$ cat config.mk
export PLATFORM = sky130hd
export DESIGN_NAME = vmaint_status_gen
export DESIGN_NICKNAME = d
export VERILOG_FILES = /design/src/rtl/vmaint_pkg.sv /design/src/rtl/vmaint_lr_scan.sv /design/src/rtl/vmaint_cond.sv /design/src/rtl/vmaint_status_gen.sv
export SDC_FILE = /design/constraint.sdc
export NUM_CORES = 1
export LEC_CHECK = 0
export ABC_AREA = 1
export CORE_MARGIN = 2
export CORE_UTILIZATION = 47
export DETAILED_ROUTE_END_ITERATION = 16
export DONT_BUFFER_PORTS = 1
export PLACE_DENSITY = 0.6
export SYNTH_ARGS = -nofsm -noshare
export SYNTH_HDL_FRONTEND = slang
export SYNTH_SLANG_ARGS = --single-unit
$ cat constraint.sdc
create_clock -name clk_i -period 0.8 [get_ports clk_i]
set_clock_uncertainty 0.1 [all_clocks]
set_input_delay 0.16 -clock clk_i [delete_from_list [all_inputs] [get_ports clk_i]]
set_output_delay 0.16 -clock clk_i [all_outputs]
set_load 0.01 [all_outputs]
$ cat src/rtl/vmaint_pkg.sv
package vmaint_pkg;

    localparam int unsigned FLAG_W  = 8;
    localparam int unsigned READ_W  = 64;
    localparam int unsigned IE_W    = 7;
    localparam int unsigned STATE_W = 2;

    // Packed so that the first member lands on bit 7.
    typedef struct packed {
        logic g1_dis;
        logic g1_en;
        logic g0_dis;
        logic g0_en;
        logic no_pend;
        logic lr_enp;
        logic underflow;
        logic eoi;
    } vmaint_flags_t;

    typedef struct packed {
        logic g1_dis;
        logic g1_en;
        logic g0_dis;
        logic g0_en;
        logic no_pend;
        logic lr_enp;
        logic underflow;
    } vmaint_ie_t;

endpackage

$ cat src/rtl/vmaint_lr_scan.sv
module vmaint_lr_scan #(
    parameter int unsigned NUM_LR = 4,
    localparam int unsigned CNT_W = $clog2(NUM_LR + 1)
) (
    input  logic [2*NUM_LR-1:0] lr_state_i,
    output logic                any_pending_o,
    output logic [CNT_W-1:0]    valid_cnt_o,
    output logic                at_most_one_o
);

    logic [NUM_LR-1:0] valid_vec;
    logic [NUM_LR-1:0] pend_vec;

    // Per-entry decode: any non-zero state is valid, state bit 0 marks pending.
    for (genvar n = 0; n < NUM_LR; n++) begin : g_entry
        assign valid_vec[n] = |lr_state_i[2*n +: 2];
        assign pend_vec[n]  = lr_state_i[2*n];
    end

    always_comb begin
        valid_cnt_o = '0;
        for (int n = 0; n < NUM_LR; n++) begin
            valid_cnt_o = valid_cnt_o + CNT_W'(valid_vec[n]);
        end
    end

    assign any_pending_o = |pend_vec;
    assign at_most_one_o = (valid_cnt_o <= CNT_W'(1));

endmodule

$ cat src/rtl/vmaint_cond.sv
module vmaint_cond
    import vmaint_pkg::*;
#(
    parameter int unsigned NUM_LR    = 4,
    parameter int unsigned EOI_CNT_W = 5
) (
    input  vmaint_ie_t           ie_i,
    input  logic                 vgrp0_en_i,
    input  logic                 vgrp1_en_i,
    input  logic                 any_pending_i,
    input  logic                 at_most_one_i,
    input  logic [EOI_CNT_W-1:0] eoi_cnt_i,
    input  logic [NUM_LR-1:0]    eoi_status_i,
    output vmaint_flags_t        flags_o
);

    always_comb begin
        flags_o           = '0;
        flags_o.g1_dis    = ie_i.g1_dis & ~vgrp1_en_i;
        flags_o.g1_en     = ie_i.g1_en  &  vgrp1_en_i;
        flags_o.g0_dis    = ie_i.g0_dis & ~vgrp0_en_i;
        flags_o.g0_en     = ie_i.g0_en  &  vgrp0_en_i;
        flags_o.no_pend   = ie_i.no_pend & ~any_pending_i;
        flags_o.lr_enp    = ie_i.lr_enp & (|eoi_cnt_i);
        flags_o.underflow = ie_i.underflow & at_most_one_i;
        flags_o.eoi       = |eoi_status_i;
    end

endmodule

$ cat src/rtl/vmaint_status_gen.sv
module vmaint_status_gen
    import vmaint_pkg::*;
#(
    parameter int unsigned NUM_LR    = 4,
    parameter int unsigned EOI_CNT_W = 5,
    localparam int unsigned CNT_W    = $clog2(NUM_LR + 1)
) (
    input  logic                 clk_i,
    input  logic                 rst_ni,
    input  logic                 vif_en_i,
    input  logic [IE_W-1:0]      ie_i,
    input  logic [EOI_CNT_W-1:0] eoi_cnt_i,
    input  logic                 vgrp0_en_i,
    input  logic                 vgrp1_en_i,
    input  logic [2*NUM_LR-1:0]  lr_state_i,
    input  logic [NUM_LR-1:0]    eoi_status_i,
    output logic [READ_W-1:0]    status_o,
    output logic                 maint_irq_o
);

    logic             any_pending;
    logic [CNT_W-1:0] valid_cnt;
    logic             at_most_one;
    vmaint_flags_t    cond_flags;
    vmaint_flags_t    status_d;
    vmaint_flags_t    status_q;

    vmaint_lr_scan #(.NUM_LR(NUM_LR)) u_scan (
        .lr_state_i    (lr_state_i),
        .any_pending_o (any_pending),
        .valid_cnt_o   (valid_cnt),
        .at_most_one_o (at_most_one)
    );

    vmaint_cond #(.NUM_LR(NUM_LR), .EOI_CNT_W(EOI_CNT_W)) u_cond (
        .ie_i          (vmaint_ie_t'(ie_i)),
        .vgrp0_en_i    (vgrp0_en_i),
        .vgrp1_en_i    (vgrp1_en_i),
        .any_pending_i (any_pending),
        .at_most_one_i (at_most_one),
        .eoi_cnt_i     (eoi_cnt_i),
        .eoi_status_i  (eoi_status_i),
        .flags_o       (cond_flags)
    );

    always_comb begin
        status_d = cond_flags;
    end

    always_ff @(posedge clk_i or negedge rst_ni) begin
        if (!rst_ni) begin
            status_q <= '0;
        end else begin
            status_q <= status_d;
        end
    end

    assign status_o    = {{(READ_W-FLAG_W){1'b0}}, status_q};
    assign maint_irq_o = vif_en_i & (|status_q);

    // Independent occupancy view used only by the checks below.
    logic [NUM_LR-1:0] chk_valid;
    logic [NUM_LR-1:0] chk_pend;
    for (genvar n = 0; n < NUM_LR; n++) begin : g_chk
        assign chk_valid[n] = lr_state_i[2*n] | lr_state_i[2*n+1];
        assign chk_pend[n]  = lr_state_i[2*n];
    end

    assert_upper_zero_R1: assert property (@(posedge clk_i) disable iff (!rst_ni)
        status_o[READ_W-1:FLAG_W] == '0);
    assert_g1_dis_R2: assert property (@(posedge clk_i) disable iff (!rst_ni)
        (ie_i[6] && !vgrp1_en_i) |=> status_o[7]);
    assert_g1_en_R2: assert property (@(posedge clk_i) disable iff (!rst_ni)
        (ie_i[5] && vgrp1_en_i) |=> status_o[6]);
    assert_g0_dis_R3: assert property (@(posedge clk_i) disable iff (!rst_ni)
        (ie_i[4] && !vgrp0_en_i) |=> status_o[5]);
    assert_g0_en_R3: assert property (@(posedge clk_i) disable iff (!rst_ni)
        (ie_i[3] && vgrp0_en_i) |=> status_o[4]);
    assert_no_pend_R4: assert property (@(posedge clk_i) disable iff (!rst_ni)
        (ie_i[2] && chk_pend == '0) |=> status_o[3]);
    assert_pend_blocks_R4: assert property (@(posedge clk_i) disable iff (!rst_ni)
        (chk_pend != '0) |=> !status_o[3]);
    assert_lrenp_R5: assert property (@(posedge clk_i) disable iff (!rst_ni)
        (eoi_cnt_i == '0) |=> !status_o[2]);
    assert_underflow_R6: assert property (@(posedge clk_i) disable iff (!rst_ni)
        (ie_i[0] && $countones(chk_valid) <= 1) |=> status_o[1]);
    assert_occupied_R6: assert property (@(posedge clk_i) disable iff (!rst_ni)
        ($countones(chk_valid) > 1) |=> !status_o[1]);
    assert_eoi_R7: assert property (@(posedge clk_i) disable iff (!rst_ni)
        (eoi_status_i != '0) |=> status_o[0]);
    assert_eoi_clear_R7: assert property (@(posedge clk_i) disable iff (!rst_ni)
        (eoi_status_i == '0) |=> !status_o[0]);
    assert_irq_gate_R9: assert property (@(posedge clk_i) disable iff (!rst_ni)
        !vif_en_i |-> !maint_irq_o);
    assert_grp_excl_R11: assert property (@(posedge clk_i) disable iff (!rst_ni)
        !(status_o[7] && status_o[6]) && !(status_o[5] && status_o[4]));

endmodule

## Word-level counts from Yosys, hierarchy flattened

Cells that the tools add are included.

| word-level totals | value |
|---|---|
| register bits | 8 |
| input port bits | 29 |
| output and inout bits | 65 |
| word-level logic and storage cells | 31 |

| operators by class | value |
|---|---|
| add/sub/neg operators | 3 |
| order comparisons | 1 |
| bitwise operators | 11 |
| reduce and logical (&&, ||, !) cells | 8 |

Operators with widths:

| cell | number |
|---|---|
| bitwise AND 1 bit | 8 |
| OR reduction 2 bit | 4 |
| OR reduction 4 bit | 2 |
| OR reduction 8 bit | 1 |
| adder 3 x 1 -> 3 bit | 2 |
| OR reduction 5 bit | 1 |
| <= comparator 3 x 1 -> 1 bit (second input constant) | 1 |
| inverter 1 bit | 3 |
| adder 1 x 1 -> 2 bit | 1 |

## Depth between registers and ports, before layout

| depth | value |
|---|---|
| word-level depth | 6 |
| gate-level depth with buffers | 8 |
| depth with buffers taken out | 8 |

## Modules after synthesis

Synthesis repeated with hierarchy kept, for this count alone.

| unflattened totals | value |
|---|---|
| cells, all modules | 115 |
| area total of the unflattened synthesis | 875.8 µm² |

Modules (own cells, without submodules):

| module | times used | cells an instance | area each (µm²) | sequential area each (µm²) |
|---|---|---|---|---|
| vmaint_status_gen | 1 | 74 | 658.1 | 200.2 |
| vmaint_lr_scan | 1 | 20 | 137.6 | 0.0 |
| vmaint_cond | 1 | 21 | 80.1 | 0.0 |

## Worst setup path before layout

No wires, ideal clock.

| timing path | value |
|---|---|
| path kind | input port to flip-flop |
| from | input lr_state_i[3] |
| to | register status_q (netlist bit status_o[1]) |
| setup time | 0.078 ns |
| arrival time | 1.671 ns |
| data required time | 0.622 ns |
| setup slack | -1.049 ns |
| stages on the path | 7 |
| path buffers | 0 |
| cells stage by stage | or2_2 > ha_1 > fa_1 > inv_1 > ha_1 > nand3b_1 > a21boi_1 |

RTL lines:

| what | line | text |
|---|---|---|
| from (decl) | vmaint_status_gen.sv:15 | `input logic [2*NUM_LR-1:0] lr_state_i,` |
| to (signal assigned) | vmaint_status_gen.sv:54 | `status_q <= status_d;` |
| to (decl) | vmaint_status_gen.sv:26 | `vmaint_flags_t status_q;` |

==> impl_metrics.env <==
export IMPL_grt_pass1_vias=464
export IMPL_antenna_found_initial=0
export IMPL_path_class="in2reg"
export IMPL_synthCells=109
export IMPL_final_nets=168
export IMPL_die_h_um=46.98
export IMPL_grt_start_max_net_pins=9
export IMPL_hold_worst_slack_ns=-0.1211
export IMPL_cts_root_buf="clkbuf_4"
export IMPL_seq_area_sq_um=200.2
export IMPL_grt_pass1_wl_um=1752
export IMPL_dieWidth_um=46.98
export IMPL_critPathTopFamily="adder cells"
export IMPL_wirelength_um=1300
export IMPL_setup_slack_ns=-0.6906
export IMPL_wire_per_inst_um=8.280
export IMPL_initial_core_util_pct=50.29
export IMPL_hp_class="in2reg"
export IMPL_violations="hold timing, setup timing"
export IMPL_maxSlewViolCount=0
export IMPL_yosysTopAreaCell="buf_4"
export IMPL_yosysWarnings=0
export IMPL_largest_reg_flops=8
export IMPL_end_kind="flop"
export IMPL_num_vias=553
export IMPL_synthTopCellsByCount="buf_4 (56), nor2_1 (13), inv_1 (9), nand2_1 (9), dfrtp_1 (8)"
export IMPL_synthArstFlopShare_pct=100.0
export IMPL_critPathLaunchType="input pin"
export IMPL_pre_cts_slack_ns=-0.9541
export IMPL_die_area_sq_um=2207
export IMPL_area_growth_pct=12.25
export IMPL_detail_route_antenna_nets=0
export IMPL_finalWeightedCongestion=0.6455
export IMPL_worst_path_buf_inv=1
export IMPL_drt_iter0_drc=2
export IMPL_worstPathArrival_ns=1.56
export IMPL_yosys_top_cells_area="buf_4 (48%), dfrtp_1 (23%), ha_1 (5.8%)"
export IMPL_grt_overflow_total=0
export IMPL_synth_distinct_cells=13
export IMPL_cts_sinks=8
export IMPL_utilization_pct=56.45
export IMPL_rows=15
export IMPL_drc=0
export IMPL_numCtsBuffers=3
export IMPL_hpwl_um=994
export IMPL_worstPathMaxFanout=2
export IMPL_clockBufferDepth=2
export IMPL_synth_seq_area_share_pct=23.05
export IMPL_crit_chain="or2_4 > ha_4 > fa_2 > inv_2 > ha_4 > nand3b_1 > a21boi_1"
export IMPL_min_period_ns=1.491
export IMPL_setup_viol=10
export IMPL_ir_drop_mv=0.5187
export IMPL_finalHoldViolations=2
export IMPL_diodes=0
export IMPL_cts_tree="yes"
export IMPL_multi_input_area_sq_um=460.4
export IMPL_status="complete, but fails checks"
export IMPL_syn_cell_area_sq_um=868.3
export IMPL_dr_pass1_iters=2
export IMPL_h_tree_depth=1
export IMPL_p_leak_uw=0.0005710
export IMPL_grt_total_usage_pct=11.72
export IMPL_io_buffers=0
export IMPL_drv_cap=0
export IMPL_max_freq_mhz=670.9
export IMPL_clkTransAtPathRegs_ns=0.05
export IMPL_cpMostUsedCell="ha_4"
export IMPL_yosysMostFrequentCell="buf_4"
export IMPL_ctsHoldBuffers=9
export IMPL_io_pins=94
export IMPL_synth_ff_type="dfrtp_1"
export IMPL_tns_ns=-3.117
export IMPL_drive_gt1_share_pct=19.70
export IMPL_slowest_delay_ns=0.35
export IMPL_avgViaCountPerCell=3.522
export IMPL_period_share_pct=186.3
export IMPL_rsz0062_at_grt="true"
export IMPL_netlist_area_leader_share_pct=48.41
export IMPL_core_area_sq_um=1727
export IMPL_critPathSlowestCell="fa_2"
export IMPL_n_fill_cell=172
export IMPL_avgSynthCellArea_sq_um=7.966
export IMPL_synth_edf_count=0
export IMPL_ys_ff_latch=8
export IMPL_critical_path_required_ns=0.87
export IMPL_power_density_nw_per_um2=1130
metal layers:
layer	global-route usage (%)	up-vias	wire length (um)
met2	24.11	49	796
li1	-	259	-
met1	9.809	245	349
met4	8.333	0	0
met5	0	-	0
met3	1.538	0	153
layout make-up:
cell class / instances / area share [%]
Inverter: 9 / 3.466
Tap cell: 25 / 3.209
Multi-Input combinational cell: 91 / 47.24
Sequential cell: 8 / 20.54
Clock buffer: 3 / 2.311
Timing Repair Buffer: 21 / 23.23
through the flow:
stage          power, uW  std cells  area (sq um)
4_1_cts             1099        156         950.9
6_report            1101        157         974.7
2_1_floorplan      867.9        164          1095
3_3_place_gp       713.8        143         780.7
5_1_grt             1187        157         974.7
3_5_place_dp       722.0        143         780.7
where the power goes:
| group | total (uW) | switching, uW | internal [uW] |
|---|---|---|---|
| registers | 441 | 14.8 | 426 |
| clock network | 288 | 118 | 170 |
| logic | 372 | 221 | 151 |
| total | 1100 | 353 | 748 |
layout by cell type (no fill, tap or decap), drive strengths merged:
master and n:
ha 4, buf 12, clkbuf 3, conb 56, fa 1, or2 4, nand2 9, nor2 13
inv 9, a21boi 1, nand3b 2, dlygate4sd3 7, dlymetal6s4s 2, dfrtp 8, nor3 1
path summary, 6_finish.rpt:
kind,start,to,slack (ns),cells after the start
hold / removal,lr_state_i[6],status_o[3]$_DFF_PN0_,-0.12,1
setup / recovery,lr_state_i[3],status_o[1]$_DFF_PN0_,-0.69,7
max in group asynchronous,rst_ni,status_o[0]$_DFF_PN0_,0.18,1
min in group asynchronous,rst_ni,status_o[4]$_DFF_PN0_,0.16,1
kinds of logic after synthesis:
group                      Yosys count  share of synthesized area [%]
adders and majority gates            5                          8.069
DFF                                  8                          23.05
buffers and inverters               65                          52.30
and+or+nand+nor                     29                          15.27
other                                1                         0.4319
AOI/OAI and AO/OA                    1                         0.8649
timing repair:
item | CTS | global route
pin swaps | 3 | 3
setup buffers | 1 | 1
endpoints found under the setup margin | 10 | 12
endpoints found under the hold margin | 16 | 2
gates resized for setup | 11 | 6
No activity file was read; power rests on OpenSTA's default activity.
